## src/rtl/bcd_cnt_pkg.sv

```systemverilog
package bcd_cnt_pkg;
  localparam int DIGIT_W = 4;
  typedef logic [DIGIT_W-1:0] digit_t;

  // next value on an up count; codes above nine drift back into range
  function automatic digit_t bcd_up(input digit_t v);
    case (v)
      4'd9:    bcd_up = 4'd0;
      4'd11:   bcd_up = 4'd6;
      4'd13:   bcd_up = 4'd4;
      4'd15:   bcd_up = 4'd2;
      default: bcd_up = v + 4'd1;
    endcase
  endfunction

  // next value on a down count; only zero wraps
  function automatic digit_t bcd_down(input digit_t v);
    bcd_down = (v == 4'd0) ? 4'd9 : v - 4'd1;
  endfunction
endpackage

```

## src/rtl/cnt_edge_sync.sv

```systemverilog
module cnt_edge_sync #(
  parameter int STAGES = 2
) (
  input  logic clk,
  input  logic clear_i,
  input  logic din_i,
  output logic rise_o
);
  logic [STAGES-1:0] chain_q;
  logic              prev_q;

  // cleared to ones: a high input gives no false edge, a low one gives a real edge later
  generate
    if (STAGES == 1) begin : g_one
      always_ff @(posedge clk or posedge clear_i)
        if (clear_i) chain_q <= '1;
        else         chain_q <= din_i;
    end else begin : g_many
      always_ff @(posedge clk or posedge clear_i)
        if (clear_i) chain_q <= '1;
        else         chain_q <= {chain_q[STAGES-2:0], din_i};
    end
  endgenerate

  always_ff @(posedge clk or posedge clear_i)
    if (clear_i) prev_q <= 1'b1;
    else         prev_q <= chain_q[STAGES-1];

  assign rise_o = chain_q[STAGES-1] & ~prev_q;

  // a count event lasts exactly one cycle
  p_single_event_r7: assert property (@(posedge clk) disable iff (clear_i)
    rise_o |=> !rise_o);
endmodule

```

## src/rtl/bcd_count_core.sv

```systemverilog
module bcd_count_core
  import bcd_cnt_pkg::*;
(
  input  logic   clk,
  input  logic   clear_i,
  input  logic   load_n_i,
  input  digit_t preset_i,
  input  logic   up_ev_i,
  input  logic   dn_ev_i,
  output digit_t count_o
);
  digit_t cnt_q;
  logic   do_up, do_dn;

  assign do_up = up_ev_i & ~dn_ev_i;
  assign do_dn = dn_ev_i & ~up_ev_i;

  always_ff @(posedge clk or posedge clear_i)
    if (clear_i)        cnt_q <= '0;
    else if (!load_n_i) cnt_q <= preset_i;
    else if (do_up)     cnt_q <= bcd_up(cnt_q);
    else if (do_dn)     cnt_q <= bcd_down(cnt_q);

  assign count_o = cnt_q;

  p_load_r4: assert property (@(posedge clk) disable iff (clear_i)
    !load_n_i |=> count_o == $past(preset_i));
  p_up_step_r2: assert property (@(posedge clk) disable iff (clear_i)
    (load_n_i && up_ev_i && !dn_ev_i) |=> count_o == bcd_up($past(count_o)));
  p_dn_step_r3: assert property (@(posedge clk) disable iff (clear_i)
    (load_n_i && dn_ev_i && !up_ev_i) |=> count_o == bcd_down($past(count_o)));
  p_idle_hold_r7: assert property (@(posedge clk) disable iff (clear_i)
    (load_n_i && !up_ev_i && !dn_ev_i) |=> $stable(count_o));
  p_both_hold_r8: assert property (@(posedge clk) disable iff (clear_i)
    (load_n_i && up_ev_i && dn_ev_i) |=> $stable(count_o));
  p_stay_valid_r9: assert property (@(posedge clk) disable iff (clear_i)
    (load_n_i && count_o <= 4'd9) |=> count_o <= 4'd9);
endmodule

```

## src/rtl/bcd_updown_counter.sv

```systemverilog
module bcd_updown_counter
  import bcd_cnt_pkg::*;
#(
  parameter int SYNC_STAGES = 2
) (
  input  logic       clk,
  input  logic       clear_i,
  input  logic       load_n_i,
  input  logic [3:0] preset_i,
  input  logic       cnt_up_i,
  input  logic       cnt_dn_i,
  output logic [3:0] count_o,
  output logic       carry_n_o,
  output logic       borrow_n_o
);
  logic   up_ev, dn_ev;
  digit_t digit;

  cnt_edge_sync #(.STAGES(SYNC_STAGES)) u_up_sync (
    .clk(clk), .clear_i(clear_i), .din_i(cnt_up_i), .rise_o(up_ev));
  cnt_edge_sync #(.STAGES(SYNC_STAGES)) u_dn_sync (
    .clk(clk), .clear_i(clear_i), .din_i(cnt_dn_i), .rise_o(dn_ev));

  bcd_count_core u_core (
    .clk(clk), .clear_i(clear_i), .load_n_i(load_n_i), .preset_i(preset_i),
    .up_ev_i(up_ev), .dn_ev_i(dn_ev), .count_o(digit));

  assign count_o    = digit;
  // terminal outputs follow the raw input's low phase so a next stage can count on them
  assign carry_n_o  = ~((digit == 4'd9) & ~cnt_up_i);
  assign borrow_n_o = ~((digit == 4'd0) & ~cnt_dn_i);

  p_carry_at_nine_r5: assert property (@(posedge clk) disable iff (clear_i)
    !carry_n_o |-> (count_o == 4'd9 && !cnt_up_i));
  p_borrow_at_zero_r6: assert property (@(posedge clk) disable iff (clear_i)
    !borrow_n_o |-> (count_o == 4'd0 && !cnt_dn_i));
  p_carry_idle_high_r5: assert property (@(posedge clk) disable iff (clear_i)
    cnt_up_i |-> carry_n_o);
endmodule

```

## config.mk

```make
export PLATFORM = sky130hd
export DESIGN_NAME = bcd_updown_counter
export DESIGN_NICKNAME = d
export VERILOG_FILES = /design/src/rtl/bcd_cnt_pkg.sv /design/src/rtl/cnt_edge_sync.sv /design/src/rtl/bcd_count_core.sv /design/src/rtl/bcd_updown_counter.sv
export SDC_FILE = /design/constraint.sdc
export NUM_CORES = 1
export LEC_CHECK = 0
export CAP_MARGIN = 20
export CORE_MARGIN = 3
export CORE_UTILIZATION = 45
export DETAILED_ROUTE_END_ITERATION = 6
export DONT_BUFFER_PORTS = 1
export GPL_TIMING_DRIVEN = 0
export RECOVER_POWER = 25
export SLEW_MARGIN = 20
export SYNTH_ARGS = -nofsm -noshare
export SYNTH_HDL_FRONTEND = slang
export SYNTH_HIERARCHICAL = 1
export SYNTH_SLANG_ARGS = --single-unit
```

## constraint.sdc

```tcl
create_clock -name clk -period 1.66 [get_ports clk]
set_clock_uncertainty 0.1 [all_clocks]
set_input_delay 0.332 -clock clk [delete_from_list [all_inputs] [get_ports clk]]
set_output_delay 0.332 -clock clk [all_outputs]
set_load 0.05 [all_outputs]
```

### Word-level counts from Yosys, hierarchy flattened

Cells that the tools add are included.

* eq/ne operators: 5
* bitwise gates (word level): 14
* add/sub/neg operators: 2
* reduce and logical (&&, ||, !) cells: 1
* mux-type cells: 5

Operators with widths (count)
* 4-bit == test (second input constant): 4
* 4-bit two-way mux: 4
* 4-bit one-hot mux with 4 select lines: 1
* 1-bit NOT: 8
* 1-bit bitwise AND: 6
* 4-bit by 1-bit adder with 4-bit output (second input constant): 1
* 4-bit logical NOT: 1
* 4-bit by 1-bit subtractor with 4-bit output (second input constant): 1
* 3-bit by 1-bit inequality test with 1-bit output (second input constant): 1

* bits of input ports: 9
* word-level logic and storage cells: 32
* flip-flop bits (word level): 10
* output and inout bits: 6

### Depth between registers and ports, before layout

* depth in word-level cells: 7
* gate-level depth with buffers: 6
* mapped depth without buffers: 6

### Modules after synthesis

Netlist, hierarchy kept.

Modules (own cells, without submodules)
* bcd_count_core: seq. area each 100.1 um^2, times used 1, cells an instance 59, area each 471.7 um^2
* cnt_edge_sync: seq. area each 78.8 um^2, times used 2, cells an instance 5, area each 96.3 um^2
* bcd_updown_counter: seq. area each 0.0 um^2, times used 1, cells an instance 4, area each 21.3 um^2

### Least setup slack after synthesis

No wires, ideal clock.

* path type: reg-to-reg
* start point: register u_core.cnt_q[0] (netlist: u_core/count_o[0])
* end point: register u_core.cnt_q[0] (netlist: u_core/count_o[0])
* stages on the path, launching flop included: 7
* path buffers: 0
* data required time: 1.464 ns
* setup time: 0.096 ns
* slack: -0.159 ns
* period minus slack after synthesis: 1.819 ns
* arrival: 1.623 ns
* cell sequence: dfrtp_1 inv_1 ha_1 or3b_4 nand3_2 a21boi_2 a311oi_2

* word-level cells in the longest chain between the ends: 5
* elaborated cells on any way between the ends: 12
* those cells by class: 2 x add/sub; 4 x eq/ne; 5 x mux; 1 x reduce/logical

RTL lines
* start: declaration: RTL line bcd_count_core.sv:12 `digit_t cnt_q;`
* start signal: assignment: RTL line bcd_count_core.sv:20 `else if (!load_n_i) cnt_q <= preset_i;`
* start signal: assignment: RTL line bcd_count_core.sv:21 `else if (do_up) cnt_q <= bcd_up(cnt_q);`
* start signal: assignment: RTL line bcd_count_core.sv:22 `else if (do_dn) cnt_q <= bcd_down(cnt_q);`
* 4-bit by 1-bit subtractor with 4-bit output or 4-bit logical NOT (tied branches): RTL line bcd_cnt_pkg.sv:18 `bcd_down = (v == 4'd0) ? 4'd9 : v - 4'd1;`
* 4-bit two-way mux: RTL line bcd_cnt_pkg.sv:18
* 4-bit two-way mux: RTL line bcd_count_core.sv:22
* 4-bit two-way mux (*): RTL line bcd_count_core.sv:21
* 4-bit two-way mux (*): RTL line bcd_count_core.sv:20

Every way passes the cells marked *; elsewhere a longest branch is shown, timed or not. The select of a mux whose other input is x is not followed.
A chain may end at the register's enable or synchronous reset.

### Final worst setup path

* start point: register u_core.cnt_q[1] (netlist: u_core/count_o[1])
* end point: output carry_n_o

* word-level cells in the longest chain between the ends: 3

RTL lines
* 4-bit == test: RTL line bcd_updown_counter.sv:30 `assign carry_n_o = ~((digit == 4'd9) & ~cnt_up_i);`
* 1-bit bitwise AND: RTL line bcd_updown_counter.sv:30
* 1-bit NOT: RTL line bcd_updown_counter.sv:30
* end: declaration: RTL line bcd_updown_counter.sv:13 `output logic carry_n_o,`

Every way passes these cells.

==> reports/summary.txt <==
Prevailing post-synth register cell - dfstp_2
Cell Pwr Density - 870 nW/µm²
Hold slack final - 0.126 ns
Avg WL per Cell - 15.1 µm
Total power - 703 µW
Drt drc - 0
Top fanout value on the critical path - 8
Status - finished with violations
Worst EP arrival - 1.46 ns
Post-Synth Simple-Gate Area - 0.281
Critical path required time - 1.23 ns
Diodes inserted - 0
Filler instances - 121
Initial core utilization - 0.502
Multi-input logic area - 389 µm²
Post-synth cell types - 36
EDFF count, synth - 0
FF-to-FF path depth - 6
Worst Hold Path EP - u_core/count_o[2]$_DFFE_PP0P_
Die Ht - 45.0 µm
Root buf cell - clkbuf_4
Part of the Yosys area used for sequential elements - 0.376
Clock transition at path regs - 0.06 ns
Die width - 45.0 µm
Hold Path Class - in -> reg
Synth Net Count - 85
Gate Count Post-Synth - 73
Io pins - 15
Hold_sp - preset_i[2]
Fin. Hold Viols - 0
Mapped cell area - 686 µm²
Post-synthesis adder-cell area fraction - 0.0547
Synth top area cells - dfstp_2 23%, dfrtp_1 15%, ha_1 5.5%, nor2b_4 4.0%, inv_1 3.8%
CTS tree - done
Xor/xnor share of the synthesized area - 0
Max Buffers Root-to-Sink - 2
Pleak - 0.000322 µW
CTS Sinks - 10
Peak VDD IR - 0.335 mV
Avg Inst Size Synth - 9.39 µm²
Dpl cell area - 712 µm²
Grt ovf - 0
FP Rows - 13
Area growth from synthesis to layout - 17.9%
Critical path cell sequence - nor2_4 -> nand4b_1
GRT Total Usage - 0.160
Drt pass-1 iters - 4
Gp weighted congestion - 0.759
Most common cell after layout, fill and taps aside - inv_1
Inst Count DP - 88
Post-layout util - 0.592
Hold path depth - 2
H-tree depth - 1
Setup crit end kind - primary output
Routed vias/inst - 5.71
Vias in the first global route - 532
Final setup fails - 5
Finished Cell Area - 808 µm²
Most frequent cells in the layout - 6 x inv_1, 5 x dfstp_2, 4 x nand3_1, 4 x nor2_1, 4 x o21ai_0
Slew at the pin closest to its max-slew limit - 0.615 ns
Port Buffers - 0
Main combinational cell family by area after synthesis - simple AND/OR/NAND/NOR gates
Core Area - 1370 µm²
Final wirelength - 1460 µm
Clk Latency, worst-skew pair - 0.25 ns
Initial DRC count - 5
Crit start category - register
Antenna violations before repair - 0
RR Endpoint - u_core/count_o[0]$_DFFE_PP0P_
Area occupied by registers - 268 µm²
Vias - 554
Slowest cell on the critical path - dfrtp_4
Pin count of the biggest net entering global routing - 11
Count of non-filler cells in the finished layout - 97
Yosys synthesis warning count - 6
Setup ws final - -0.231 ns
Layout cells sized above 1 - 0.378
Max Slew Vio Count - 0
Share of the synthesized area in the top cell type - 0.230
Die area - 2030 µm²
Fin crit period - 1.89 ns
Reg2reg setup slack - -0.16 ns
Post-synthesis mux area share - 0
Async set-reset flop share out of synthesis - 1.00
Leading area contributor after synthesis - dfstp_2
Final period util - 1.14
Layout Nets - 96
Slew headroom - 0.588
Synthesized flop and latch total - 10
Crit Path Class - reg -> out
First-pass GRT wire length - 2290 µm
Crit path largest cell delay - 0.59 ns
Detailed Place HPWL - 1050 µm
Synth Area in Compound Gates - 0.210
Fmax - 0.529 GHz
CTS buffer count - 3
RSZ-0062 raised after global routing - true
Worst r2r src - u_core/count_o[1]$_DFFE_PP0P_
MaxCap Viol Count - 0
Antenna viol nets, final - 0
Failing checks - negative setup slack
synth_stat cells (2+ instances only):
| cell | instances |
|---|---|
| buf_6 | 2 |
| nand2b_1 | 2 |
| ha_1 | 3 |
| o22ai_1 | 2 |
| nor3_1 | 2 |
| o21ai_0 | 4 |
| nor2_1 | 5 |
| a21oi_1 | 3 |
| dfrtp_1 | 4 |
| inv_1 | 7 |
| nor2b_4 | 2 |
| nand2_1 | 2 |
| nand4b_1 | 2 |
| o21ai_1 | 3 |
| dfstp_2 | 6 |
| nand3_1 | 4 |
logic make-up after synthesis:
family	Yosys count
compound gates	21
fa+ha+maj	3
buf+inv	10
flops	10
simple gates	29
flip-flops by register name, indices dropped and copies added, names as in the netlist:
name               count
u_core/count_o         4
u_dn_sync/chain_q      2
u_up_sync/chain_q      2
u_dn_sync/prev_q       1
u_up_sync/prev_q       1
final cells by class:
class / instances / share of cell area
multi-input combinational: 53 / 0.481
sequential: 10 / 0.331
timing repair buffer: 6 / 0.0697
buffer: 3 / 0.0341
inverter: 7 / 0.0325
clock buffer: 3 / 0.0279
tap: 15 / 0.0232
what timing repair did:
| item | 4_1_cts | 5_1_grt |
|---|---|---|
| hold buffers | 3 | 0 |
| gates resized for setup | 5 | 5 |
| hold endpoints to repair | 12 | 0 |
| buffers inserted | 3 | 0 |
| pin swaps | 1 | 1 |
| endpoints found under the setup margin | 5 | 6 |
worst max-delay path by stage:
| stage | from | end | slack [ns] |
|---|---|---|---|
| global route | u_core/count_o[1]$_DFFE_PP0P_ | carry_n_o | -0.28 |
| finish | u_core/count_o[1]$_DFFE_PP0P_ | carry_n_o | -0.23 |
| CTS | u_core/count_o[1]$_DFFE_PP0P_ | carry_n_o | -0.26 |
| floorplan | u_core/count_o[0]$_DFFE_PP0P_ | u_core/count_o[0]$_DFFE_PP0P_ | -0.003 |
| detailed placement | u_core/count_o[0]$_DFFE_PP0P_ | u_core/count_o[0]$_DFFE_PP0P_ | -0.15 |
| global placement | u_core/count_o[0]$_DFFE_PP0P_ | u_core/count_o[0]$_DFFE_PP0P_ | -0.10 |
per-layer routing:
layer / global-route usage / vias up / share of wire
li1: - / 279 / -
met1: 0.193 / 260 / 0.44
met2: 0.257 / 13 / 0.52
met3: 0.0319 / 2 / 0.033
met4: 0.105 / 0 / 0.013
met5: 0 / - / 0
critical path: cells and delay by family (launching register included):
kind,cells,cell delay [ns]
flops,1,0.59
simple gates,2,0.62
per-stage QoR:
step	setup WS [ns]	setup TNS [ns]
after floorplan	-0.00252	-0.00252
after global placement	-0.100	-0.285
after detailed placement	-0.145	-0.397
after CTS	-0.259	-0.796
after global routing	-0.281	-1.05
final	-0.231	-0.786
report_power, final:
| group | switching, µW | internal (µW) |
|---|---|---|
| clock | 64.3 | 82.6 |
| sequential | 80.3 | 275 |
| combinational | 106 | 95.0 |
Power figures use the tool's default switching activity.
